==> config.mk <==
export PLATFORM = sky130hd
export DESIGN_NAME = pci_parity_unit
export DESIGN_NICKNAME = d
export VERILOG_FILES = /design/src/rtl/pci_par_pkg.sv /design/src/rtl/pci_par_xor.sv /design/src/rtl/pci_par_gen.sv /design/src/rtl/pci_par_chk.sv /design/src/rtl/pci_parity_unit.sv
export SDC_FILE = /design/constraint.sdc
export NUM_CORES = 1
export LEC_CHECK = 0
export ABC_AREA = 1
export BUFFER_PORTS_ARGS = -buffer_cell sky130_fd_sc_hd__buf_2
export CAP_MARGIN = 10
export CORE_ASPECT_RATIO = 1.5
export CORE_MARGIN = 1.5
export CORE_UTILIZATION = 42
export CTS_CLUSTER_SIZE = 25
export DETAILED_ROUTE_END_ITERATION = 7
export GPL_TIMING_DRIVEN = 0
export PLACE_DENSITY = 0.82
export SYNTH_ARGS = -nofsm -noshare
export SYNTH_HDL_FRONTEND = slang
export SYNTH_SLANG_ARGS = --single-unit
==> constraint.sdc <==
create_clock -name clk -period 1.56 [get_ports clk]
set_clock_uncertainty 0.05 [all_clocks]
set_input_delay 0.234 -clock clk [delete_from_list [all_inputs] [get_ports clk]]
set_output_delay 0.234 -clock clk [all_outputs]
set_load 0.03 [all_outputs]
==> src/rtl/pci_par_pkg.sv <==
package pci_par_pkg;
  localparam int unsigned AD_W  = 32;
  localparam int unsigned CBE_W = 4;

  typedef enum logic [1:0] {
    CHK_NONE = 2'd0,
    CHK_ADDR = 2'd1,
    CHK_DATA = 2'd2
  } chk_kind_e;
endpackage

==> src/rtl/pci_par_xor.sv <==
module pci_par_xor #(
  parameter int unsigned AD_W  = 32,
  parameter int unsigned CBE_W = 4
) (
  input  logic [AD_W-1:0]  ad_i,
  input  logic [CBE_W-1:0] cbe_i,
  output logic             odd_o
);
  localparam int unsigned LANE_W = AD_W / CBE_W;

  logic [CBE_W-1:0] lane_odd;

  // one byte lane plus its enable line per XOR group
  for (genvar g = 0; g < CBE_W; g++) begin : g_lane
    assign lane_odd[g] = ^{ad_i[g*LANE_W +: LANE_W], cbe_i[g]};
  end

  assign odd_o = ^lane_odd;
endmodule

==> src/rtl/pci_par_gen.sv <==
module pci_par_gen #(
  parameter int unsigned AD_W  = 32,
  parameter int unsigned CBE_W = 4
) (
  input  logic             clk,
  input  logic             rst_n,
  input  logic             drv_addr_i,
  input  logic             drv_data_i,
  input  logic             gnt_i,
  input  logic             req_i,
  input  logic             bus_idle_i,
  input  logic [AD_W-1:0]  ad_src_i,
  input  logic [CBE_W-1:0] cbe_src_i,
  output logic [AD_W-1:0]  ad_o,
  output logic [CBE_W-1:0] cbe_o,
  output logic             ad_oe_o,
  output logic             cbe_oe_o,
  output logic             par_o,
  output logic             par_oe_o
);
  logic park;
  logic drive_any;
  logic src_odd;
  logic par_q, par_d;
  logic par_oe_q, par_oe_d;

  pci_par_xor #(.AD_W(AD_W), .CBE_W(CBE_W)) u_xor (
    .ad_i  (ad_src_i),
    .cbe_i (cbe_src_i),
    .odd_o (src_odd)
  );

  always_comb begin
    park      = gnt_i & ~req_i & bus_idle_i;
    drive_any = drv_addr_i | drv_data_i | park;
    par_oe_d  = drive_any;
    par_d     = par_q;
    if (drive_any) begin
      par_d = src_odd;
    end
  end

  always_ff @(posedge clk or negedge rst_n) begin
    if (!rst_n) begin
      par_q    <= 1'b0;
      par_oe_q <= 1'b0;
    end else begin
      par_q    <= par_d;
      par_oe_q <= par_oe_d;
    end
  end

  assign ad_o     = ad_src_i;
  assign cbe_o    = cbe_src_i;
  assign ad_oe_o  = drive_any;
  assign cbe_oe_o = drive_any;
  assign par_o    = par_q;
  assign par_oe_o = par_oe_q;
endmodule

==> src/rtl/pci_par_chk.sv <==
module pci_par_chk
  import pci_par_pkg::*;
#(
  parameter int unsigned AD_W  = 32,
  parameter int unsigned CBE_W = 4
) (
  input  logic             clk,
  input  logic             rst_n,
  input  logic [AD_W-1:0]  ad_i,
  input  logic [CBE_W-1:0] cbe_i,
  input  logic             par_i,
  input  logic             chk_addr_i,
  input  logic             chk_data_i,
  input  logic             resp_en_i,
  input  logic             stat_w1c_i,
  output logic             perr_n_o,
  output logic             dpe_o
);
  logic      rx_odd;
  chk_kind_e kind_q, kind_d;
  logic      calc_q, calc_d;
  logic      perr_n_q, perr_n_d;
  logic      dpe_q, dpe_d;
  logic      mismatch;

  pci_par_xor #(.AD_W(AD_W), .CBE_W(CBE_W)) u_xor (
    .ad_i  (ad_i),
    .cbe_i (cbe_i),
    .odd_o (rx_odd)
  );

  always_comb begin
    kind_d = CHK_NONE;
    if (chk_data_i) begin
      kind_d = CHK_DATA;
    end else if (chk_addr_i) begin
      kind_d = CHK_ADDR;
    end
    calc_d = calc_q;
    if (chk_data_i | chk_addr_i) begin
      calc_d = rx_odd;
    end
    mismatch = (kind_q != CHK_NONE) && (par_i != calc_q);
    perr_n_d = ~(mismatch && (kind_q == CHK_DATA) && resp_en_i);
    dpe_d    = dpe_q;
    if (mismatch) begin
      dpe_d = 1'b1;
    end else if (stat_w1c_i) begin
      dpe_d = 1'b0;
    end
  end

  always_ff @(posedge clk or negedge rst_n) begin
    if (!rst_n) begin
      kind_q   <= CHK_NONE;
      calc_q   <= 1'b0;
      perr_n_q <= 1'b1;
      dpe_q    <= 1'b0;
    end else begin
      kind_q   <= kind_d;
      calc_q   <= calc_d;
      perr_n_q <= perr_n_d;
      dpe_q    <= dpe_d;
    end
  end

  assign perr_n_o = perr_n_q;
  assign dpe_o    = dpe_q;
endmodule

==> src/rtl/pci_parity_unit.sv <==
module pci_parity_unit
  import pci_par_pkg::*;
(
  input  logic             clk,
  input  logic             rst_n,
  input  logic             drv_addr_i,
  input  logic             drv_data_i,
  input  logic             gnt_i,
  input  logic             req_i,
  input  logic             bus_idle_i,
  input  logic [AD_W-1:0]  ad_src_i,
  input  logic [CBE_W-1:0] cbe_src_i,
  output logic [AD_W-1:0]  ad_o,
  output logic [CBE_W-1:0] cbe_o,
  output logic             ad_oe_o,
  output logic             cbe_oe_o,
  output logic             par_o,
  output logic             par_oe_o,
  input  logic [AD_W-1:0]  ad_i,
  input  logic [CBE_W-1:0] cbe_i,
  input  logic             par_i,
  input  logic             chk_addr_i,
  input  logic             chk_data_i,
  input  logic             resp_en_i,
  input  logic             stat_w1c_i,
  output logic             perr_n_o,
  output logic             dpe_o
);
  pci_par_gen #(.AD_W(AD_W), .CBE_W(CBE_W)) u_gen (
    .clk        (clk),
    .rst_n      (rst_n),
    .drv_addr_i (drv_addr_i),
    .drv_data_i (drv_data_i),
    .gnt_i      (gnt_i),
    .req_i      (req_i),
    .bus_idle_i (bus_idle_i),
    .ad_src_i   (ad_src_i),
    .cbe_src_i  (cbe_src_i),
    .ad_o       (ad_o),
    .cbe_o      (cbe_o),
    .ad_oe_o    (ad_oe_o),
    .cbe_oe_o   (cbe_oe_o),
    .par_o      (par_o),
    .par_oe_o   (par_oe_o)
  );

  pci_par_chk #(.AD_W(AD_W), .CBE_W(CBE_W)) u_chk (
    .clk        (clk),
    .rst_n      (rst_n),
    .ad_i       (ad_i),
    .cbe_i      (cbe_i),
    .par_i      (par_i),
    .chk_addr_i (chk_addr_i),
    .chk_data_i (chk_data_i),
    .resp_en_i  (resp_en_i),
    .stat_w1c_i (stat_w1c_i),
    .perr_n_o   (perr_n_o),
    .dpe_o      (dpe_o)
  );
endmodule

==> flow_metrics.py, run 1 <==
metrics = {
    "power": {
        "p_sw_w": 0.000668,
        "total_power_w": 0.00146,
        "combPwrFrac_pct": 66.2,
        "leakage_nw": 1.73,
        "swShare_pct": 45.6,
        "power_density_nw_per_um2": 585,
        "p_int_w": 0.000795,
        "max-vdd-ir-drop_mv": 0.760,
        "clockPowerShare_pct": 17.1,
        "p_seq_share_pct": 16.7,
    },
    "place": {
        "io_buffers": 125,
        "dpl.hpwl_um": 3560,
        "globalplace.congestion": 0.773,
        "post-place-cells": 496,
    },
    "yosys": {
        "synth_seq_cells": 7,
        "syn_area_per_cell_um2": 5.35,
        "yosysTopAreaCell": "nand2_1",
        "synth_cells": 326,
        "ys_warn_count": 0,
        "synthTopCellsByArea": "nand2_1 31%, buf_4 16%, inv_1 14%, dfrtp_1 8.6%, xor2_1 8.5%",
        "syn_nets": 410,
        "yosysTopAreaCellShare_pct": 30.8,
        "synth_cell_types": 16,
        "netlist_area_um2": 1750,
        "ys_seq_area_share_pct": 10.1,
    },
    "setup_path": {
        "endpoint_kind": "output port",
        "cp_max_fo": 5,
        "worst_ep_arrival_time_ns": 1.09,
        "worstSetupStartpointType": "input pin",
        "reg2reg_from": "u_chk.calc_q$_DFFE_PN0P_",
        "rr_worst_depth": 3,
        "crit_type": "in2out",
        "rr_endpoint": "u_chk.dpe_o$_DFFE_PN0P_",
        "r2r_slack_ns": 0.65,
        "critPathRequiredTime_ns": 1.28,
    },
    "sta": {
        "tns_ns": 0,
        "fin_crit_sh_pct": 88.3,
        "fin_crit_ns": 1.38,
        "rsz0062_at_grt": "false",
        "slew_headroom_pct": 75.3,
        "finalHoldViolCount": 0,
        "drv_slew": 0,
        "setup_violations": 0,
        "fmax_mhz": 726,
        "worstMarginPinSlew_ns": 0.369,
    },
    "detailed_routing": {
        "drt_iter0_markers": 32,
        "wl_per_cell_um": 7.66,
        "vias": 2187,
        "postRouteAntennaNets": 0,
        "drc": 0,
        "via_per_inst": 4.37,
        "routed_wl_um": 3840,
        "firstDrtPassIters": 4,
    },
    "floorplanning": {
        "dieHeight_um": 82.0,
        "die_area_um2": 4560,
        "rows": 28,
        "coreArea_um2": 3960,
        "initial_core_util_pct": 44.1,
        "die_x_um": 55.6,
        "io-pin-count": 126,
    },
    "global_routing": {
        "grt_usage_pct": 16.1,
        "grt_pass1_wl_um": 6130,
        "antenna_found_initial": 0,
        "grt_pass1_vias": 1711,
        "grt_max_degree": 8,
        "grt_overflow": 0,
    },
    "job": {
        "maxCapViolations": 0,
    },
    "clock_tree": {
        "cts_buffers": 3,
        "clk_latency_ns": 0.22,
        "clk_pin_slew_ns": 0.04,
        "post_cts_buffers": 0,
        "clkSinkCount": 7,
        "root_buffer": "clkbuf_8",
        "cts_buffer_depth": 2,
        "cts_tree": "built",
        "htree_levels": 1,
    },
    "outcome": {
        "status": "completed",
    },
    "final_layout": {
        "layout_commonest_cell": "nand2_1",
        "layout.nets": 541,
        "stdcell_count": 501,
        "final_cell_mix": "143 x nand2_1, 125 x buf_2, 64 x inv_1",
        "drive_gt1_share_pct": 38.6,
        "diodes": 0,
        "syn_to_final_growth_pct": 43.2,
    },
    "worst_hold_path": {
        "hold_start": "chk_data_i",
        "hold_class": "in2reg",
        "holdPathEnd": "u_chk.kind_q[1]$_DFF_PN0_",
        "min_path_cells": 1,
    },
}
==> synthesized netlist by cell type <==
| cell type | instances |
|---|---|
| buf_4 | 37 |
| dfrtp_1 | 6 |
| dfstp_2 | 1 |
| inv_1 | 64 |
| inv_2 | 2 |
| nand2_1 | 143 |
| nand2_2 | 6 |
| nand3_1 | 26 |
| nand3_2 | 1 |
| nand3b_1 | 1 |
| nand4_1 | 1 |
| nor2_1 | 2 |
| o21ai_0 | 2 |
| o311ai_0 | 1 |
| xnor2_1 | 16 |
| xor2_1 | 17 |
==> worst max path at each step <==
stage	depth (start not counted)	endpoint	slack, ns	from
3_5_place_dp	4	cbe_oe_o	0.06	req_i
3_3_place_gp	4	cbe_oe_o	0.08	req_i
5_1_grt	5	cbe_oe_o	0.13	gnt_i
2_1_floorplan	3	cbe_oe_o	0.06	gnt_i
6_report	4	cbe_oe_o	0.18	req_i
4_1_cts	4	cbe_oe_o	0.05	req_i
==> power groups by stage <==
stage                     Sequential [W]  Combinational [W]  Clock [W]
after floorplan                 0.000294           0.000633          0
after global placement          0.000245           0.000944          0
after detailed placement        0.000246           0.000972          0
after CTS                       0.000244           0.000977   0.000258
after global routing            0.000249            0.00110   0.000267
final                           0.000244           0.000968   0.000251
==> registers in the layout, summed over array words and instances (netlist names) <==
signal and count:
u_chk.calc_q 1, u_chk.dpe_o 1, u_chk.kind_q 2, u_chk.perr_n_o 1
u_gen.par_o 1, u_gen.par_oe_o 1
==> layer usage <==
metal	wire (um)	vias up	track usage, %
li1	-	1173	-
met1	1350	932	14.8
met2	2170	77	35.5
met3	273	5	2.20
met4	43	0	4.39
met5	0	-	0
==> stage by stage <==
step | hold slack, ns | area [um^2] | setup slack [ns] | util (%)
detailed placement | 0.0197 | 2430 | 0.0567 | 61.5
global route | 0.111 | 2500 | 0.132 | 63.1
floorplan | -0.112 | 1750 | 0.0628 | -
finish | 0.103 | 2500 | 0.183 | 63.1
CTS | 0.0956 | 2490 | 0.0533 | 62.9
global placement | 0.0191 | 2430 | 0.0755 | 61.5
==> worst max-delay path: stages <==
cell	delay, ns
buf_2	0.11
o311ai_4	0.39
buf_4	0.17
buf_2	0.18
==> cell families after synthesis <==
group / count (synthesis) / share of synthesized area, %
simple gates: 180 / 42.2
buf+inv: 103 / 30.1
xor+xnor: 33 / 16.6
flops: 7 / 10.1
compound gates: 3 / 1.08
==> what timing repair did <==
item	in CTS	in global routing
hold endpoints to repair	7	0
resized for setup	0	1
hold buffers	1	0
endpoints found under the setup margin	0	1
==> layout make-up <==
cell class	instances	area, um^2
clock buffer	4	45.0
timing repair buffer	126	636
sequential	7	176
multi-input combinational	216	1060
buffer	37	278
fill	408	1460
tap	45	56.3
inverter	66	248
No activity file was read; power rests on OpenSTA's default activity.
==> run 2: changes to the inputs <==
Settings changed: ABC_AREA 1 to not set, CORE_UTILIZATION 42 to 36, CTS_BUF_LIST set to sky130_fd_sc_hd__clkbuf_2, PLACE_DENSITY 0.82 to 0.84.
==> flow_metrics.py, run 2 <==
metrics = {
    "setup_path": {
        "slowest_delay_ns": 0.43,
        "path_depth": 7,
        "crit_type": "in2reg",
        "endpoint_kind": "register",
        "cpMostUsedCell": "xnor2_1",
        "worst_ep_arrival_time_ns": 1.64,
        "cp_max_fo": 2,
        "crit_buf_inv": 1,
        "rr_worst_depth": 3,
        "slowest_stage": "xnor3_1",
        "critical-path-top-delay-family": "XOR/XNOR gates",
        "critPathRequiredTime_ns": 1.62,
        "r2r_slack_ns": 0.66,
        "timing.critical_path.cells": "buf_8, xor2_2, xnor2_1, xnor2_1, xnor3_1, xnor2_1, mux2_4",
        "worstSetupStartpointType": "input pin",
    },
    "floorplanning": {
        "die_area_um2": 3560,
        "initial_core_util_pct": 37.3,
        "io-pin-count": 126,
        "dieHeight_um": 72.4,
        "die_x_um": 49.2,
        "rows": 25,
        "coreArea_um2": 3100,
    },
    "outcome": {
        "violations": "setup timing",
        "status": "complete, but fails checks",
    },
    "yosys": {
        "ys_seq_area_share_pct": 15.3,
        "synth_cells": 125,
        "yosysTopAreaCellShare_pct": 44.7,
        "synth_seq_cells": 7,
        "synth_commonest_cells": "59 x xnor2_1, 37 x buf_4, 8 x xor2_1",
        "yosysMostFrequentCell": "xnor2_1",
        "syn_area_per_cell_um2": 9.24,
        "async_reset_ff_share_pct": 100,
        "synth_cell_types": 13,
        "netlist_area_um2": 1150,
        "synthTopCellsByArea": "xnor2_1 45%, buf_4 24%, dfrtp_1 13%, xor2_1 6.1%, xnor3_1 3.9%",
        "yosysTopAreaCell": "xnor2_1",
        "ys_warn_count": 0,
        "syn_nets": 209,
        "synth_edf_count": 0,
        "synth_ff_type": "dfrtp_1",
    },
    "place": {
        "globalplace.congestion": 0.751,
        "io_buffers": 125,
        "dpl.hpwl_um": 2380,
        "dpl_cell_area_um2": 1840,
    },
    "global_routing": {
        "antenna_found_initial": 0,
        "grt_pass1_wl_um": 3710,
        "grt_overflow": 0,
        "grt_pass1_vias": 1017,
        "grt_max_degree": 8,
        "grt_usage_pct": 13.2,
    },
    "detailed_routing": {
        "postRouteAntennaNets": 0,
        "firstDrtPassIters": 4,
        "vias": 1200,
        "top_layer_used": "met4",
        "routed_wl_um": 2610,
        "wl_per_cell_um": 8.83,
        "drc": 0,
        "met1_length_um": 757,
        "wl_met2_um": 1550,
        "via_per_inst": 4.07,
        "drt_iter0_markers": 13,
        "dr_wl_met3_um": 246,
    },
    "clock_tree": {
        "htree_levels": 1,
        "root_buffer": "clkbuf_2",
        "clk_pin_slew_ns": 0.07,
        "cts_tree": "built",
        "cts_buffer_depth": 2,
        "cts_buffers": 3,
        "clk_latency_ns": 0.22,
        "clkSinkCount": 7,
    },
    "job": {
        "maxCapViolations": 0,
    },
    "sta": {
        "setup_violations": 1,
        "fmax_mhz": 630,
        "slew_headroom_pct": 73.1,
        "fin_crit_ns": 1.59,
        "fin_crit_sh_pct": 102,
        "hold_slack_ns": 0.0925,
        "fin_ws_ns": -0.0263,
        "rsz0062_at_grt": "true",
        "finalHoldViolCount": 0,
        "drv_slew": 0,
        "worstMarginPinSlew_ns": 0.401,
    },
    "worst_hold_path": {
        "min_path_cells": 1,
        "hold_class": "in2reg",
    },
    "final_layout": {
        "largest_register_ff_count": 2,
        "layout_commonest_cell": "buf_2",
        "diodes": 0,
        "layout.nets": 340,
        "drive_gt1_share_pct": 68.2,
        "postLayoutCoreUtil_pct": 62.9,
        "syn_to_final_growth_pct": 68.6,
        "regMostFlops": "u_chk.kind_q",
        "final_cell_mix": "119 x buf_2, 54 x xnor2_1, 37 x buf_4",
        "final_area_um2": 1950,
    },
    "power": {
        "leakage_nw": 1.03,
        "power_density_nw_per_um2": 764,
        "max-vdd-ir-drop_mv": 0.495,
    },
}
## run 2: cell types whose count changed after synthesis, sizes merged, moves of 2 or more
cell	delta
nand2	-147
nand3	-27
xnor2	+43
xnor3	+2
xor2	-9
inv	-65
o21ai	+2
## run 2: per-layer routing
| metal | GRT usage, % | vias up |
|---|---|---|
| met4 | 6.67 | 0 |
| met3 | 3.09 | 6 |
| met5 | 0 | - |
| met1 | 11.3 | 512 |
| met2 | 27.2 | 74 |
| li1 | - | 608 |
## run 2: report_power, final
part           total (W)  leakage, nW  switching (W)  internal (W)
sequential      0.000259       0.0806      0.0000237      0.000235
combinational    0.00110        0.929       0.000480      0.000621
clock           0.000128       0.0166      0.0000596     0.0000680
## run 2: logic make-up after synthesis
| kind of cell | after synthesis | synth area share [%] |
|---|---|---|
| buf+inv | 38 | 24.4 |
| mux | 1 | 1.30 |
| compound gates | 4 | 1.73 |
| flops | 7 | 15.3 |
| simple gates | 6 | 2.60 |
| xor+xnor | 69 | 54.7 |
## run 2: cell type report
type | instances | area (um^2)
flip-flops and latches | 7 | 176
multi-input cells | 80 | 742
fillers | 277 | 1150
well taps | 40 | 50.0
repair buffers | 126 | 677
plain buffers | 37 | 278
clock buffers | 4 | 20.0
inverters | 1 | 3.75
## run 2: stage by stage
step | setup TNS (ns) | power, W | instances | setup slack (ns)
3_5_place_dp | -0.380 | 0.00136 | 290 | -0.284
5_1_grt | -0.0946 | 0.00160 | 295 | -0.0946
2_1_floorplan | -0.0649 | 0.00109 | 125 | -0.0649
6_report | -0.0263 | 0.00149 | 295 | -0.0263
4_1_cts | -0.0368 | 0.00150 | 295 | -0.0368
3_3_place_gp | -0.379 | 0.00134 | 290 | -0.292
## run 2: timing repair
action / CTS / global route
gates cloned: 0 / 0
buffers inserted: 0 / 0
pin swaps: 5 / 8
setup endpoints to repair: 1 / 1
hold buffers: 1 / 0
endpoints found under the hold margin: 7 / 0
gates resized for setup: 4 / 12
## run 2: worst paths after layout
| path | startpoint | endpoint |
|---|---|---|
| setup / recovery | ad_src_i[13] | u_gen.par_o$_DFFE_PN0P_ |
| hold / removal | chk_data_i | u_chk.kind_q[1]$_DFF_PN0_ |
| setup reg to reg | u_chk.calc_q$_DFFE_PN0P_ | u_chk.dpe_o$_DFFE_PN0P_ |
| hold reg to reg | u_chk.kind_q[1]$_DFF_PN0_ | u_chk.perr_n_o$_DFF_PN1_ |
| max in group asynchronous | rst_n | u_chk.perr_n_o$_DFF_PN1_ |
| min in group asynchronous | rst_n | u_chk.calc_q$_DFFE_PN0P_ |
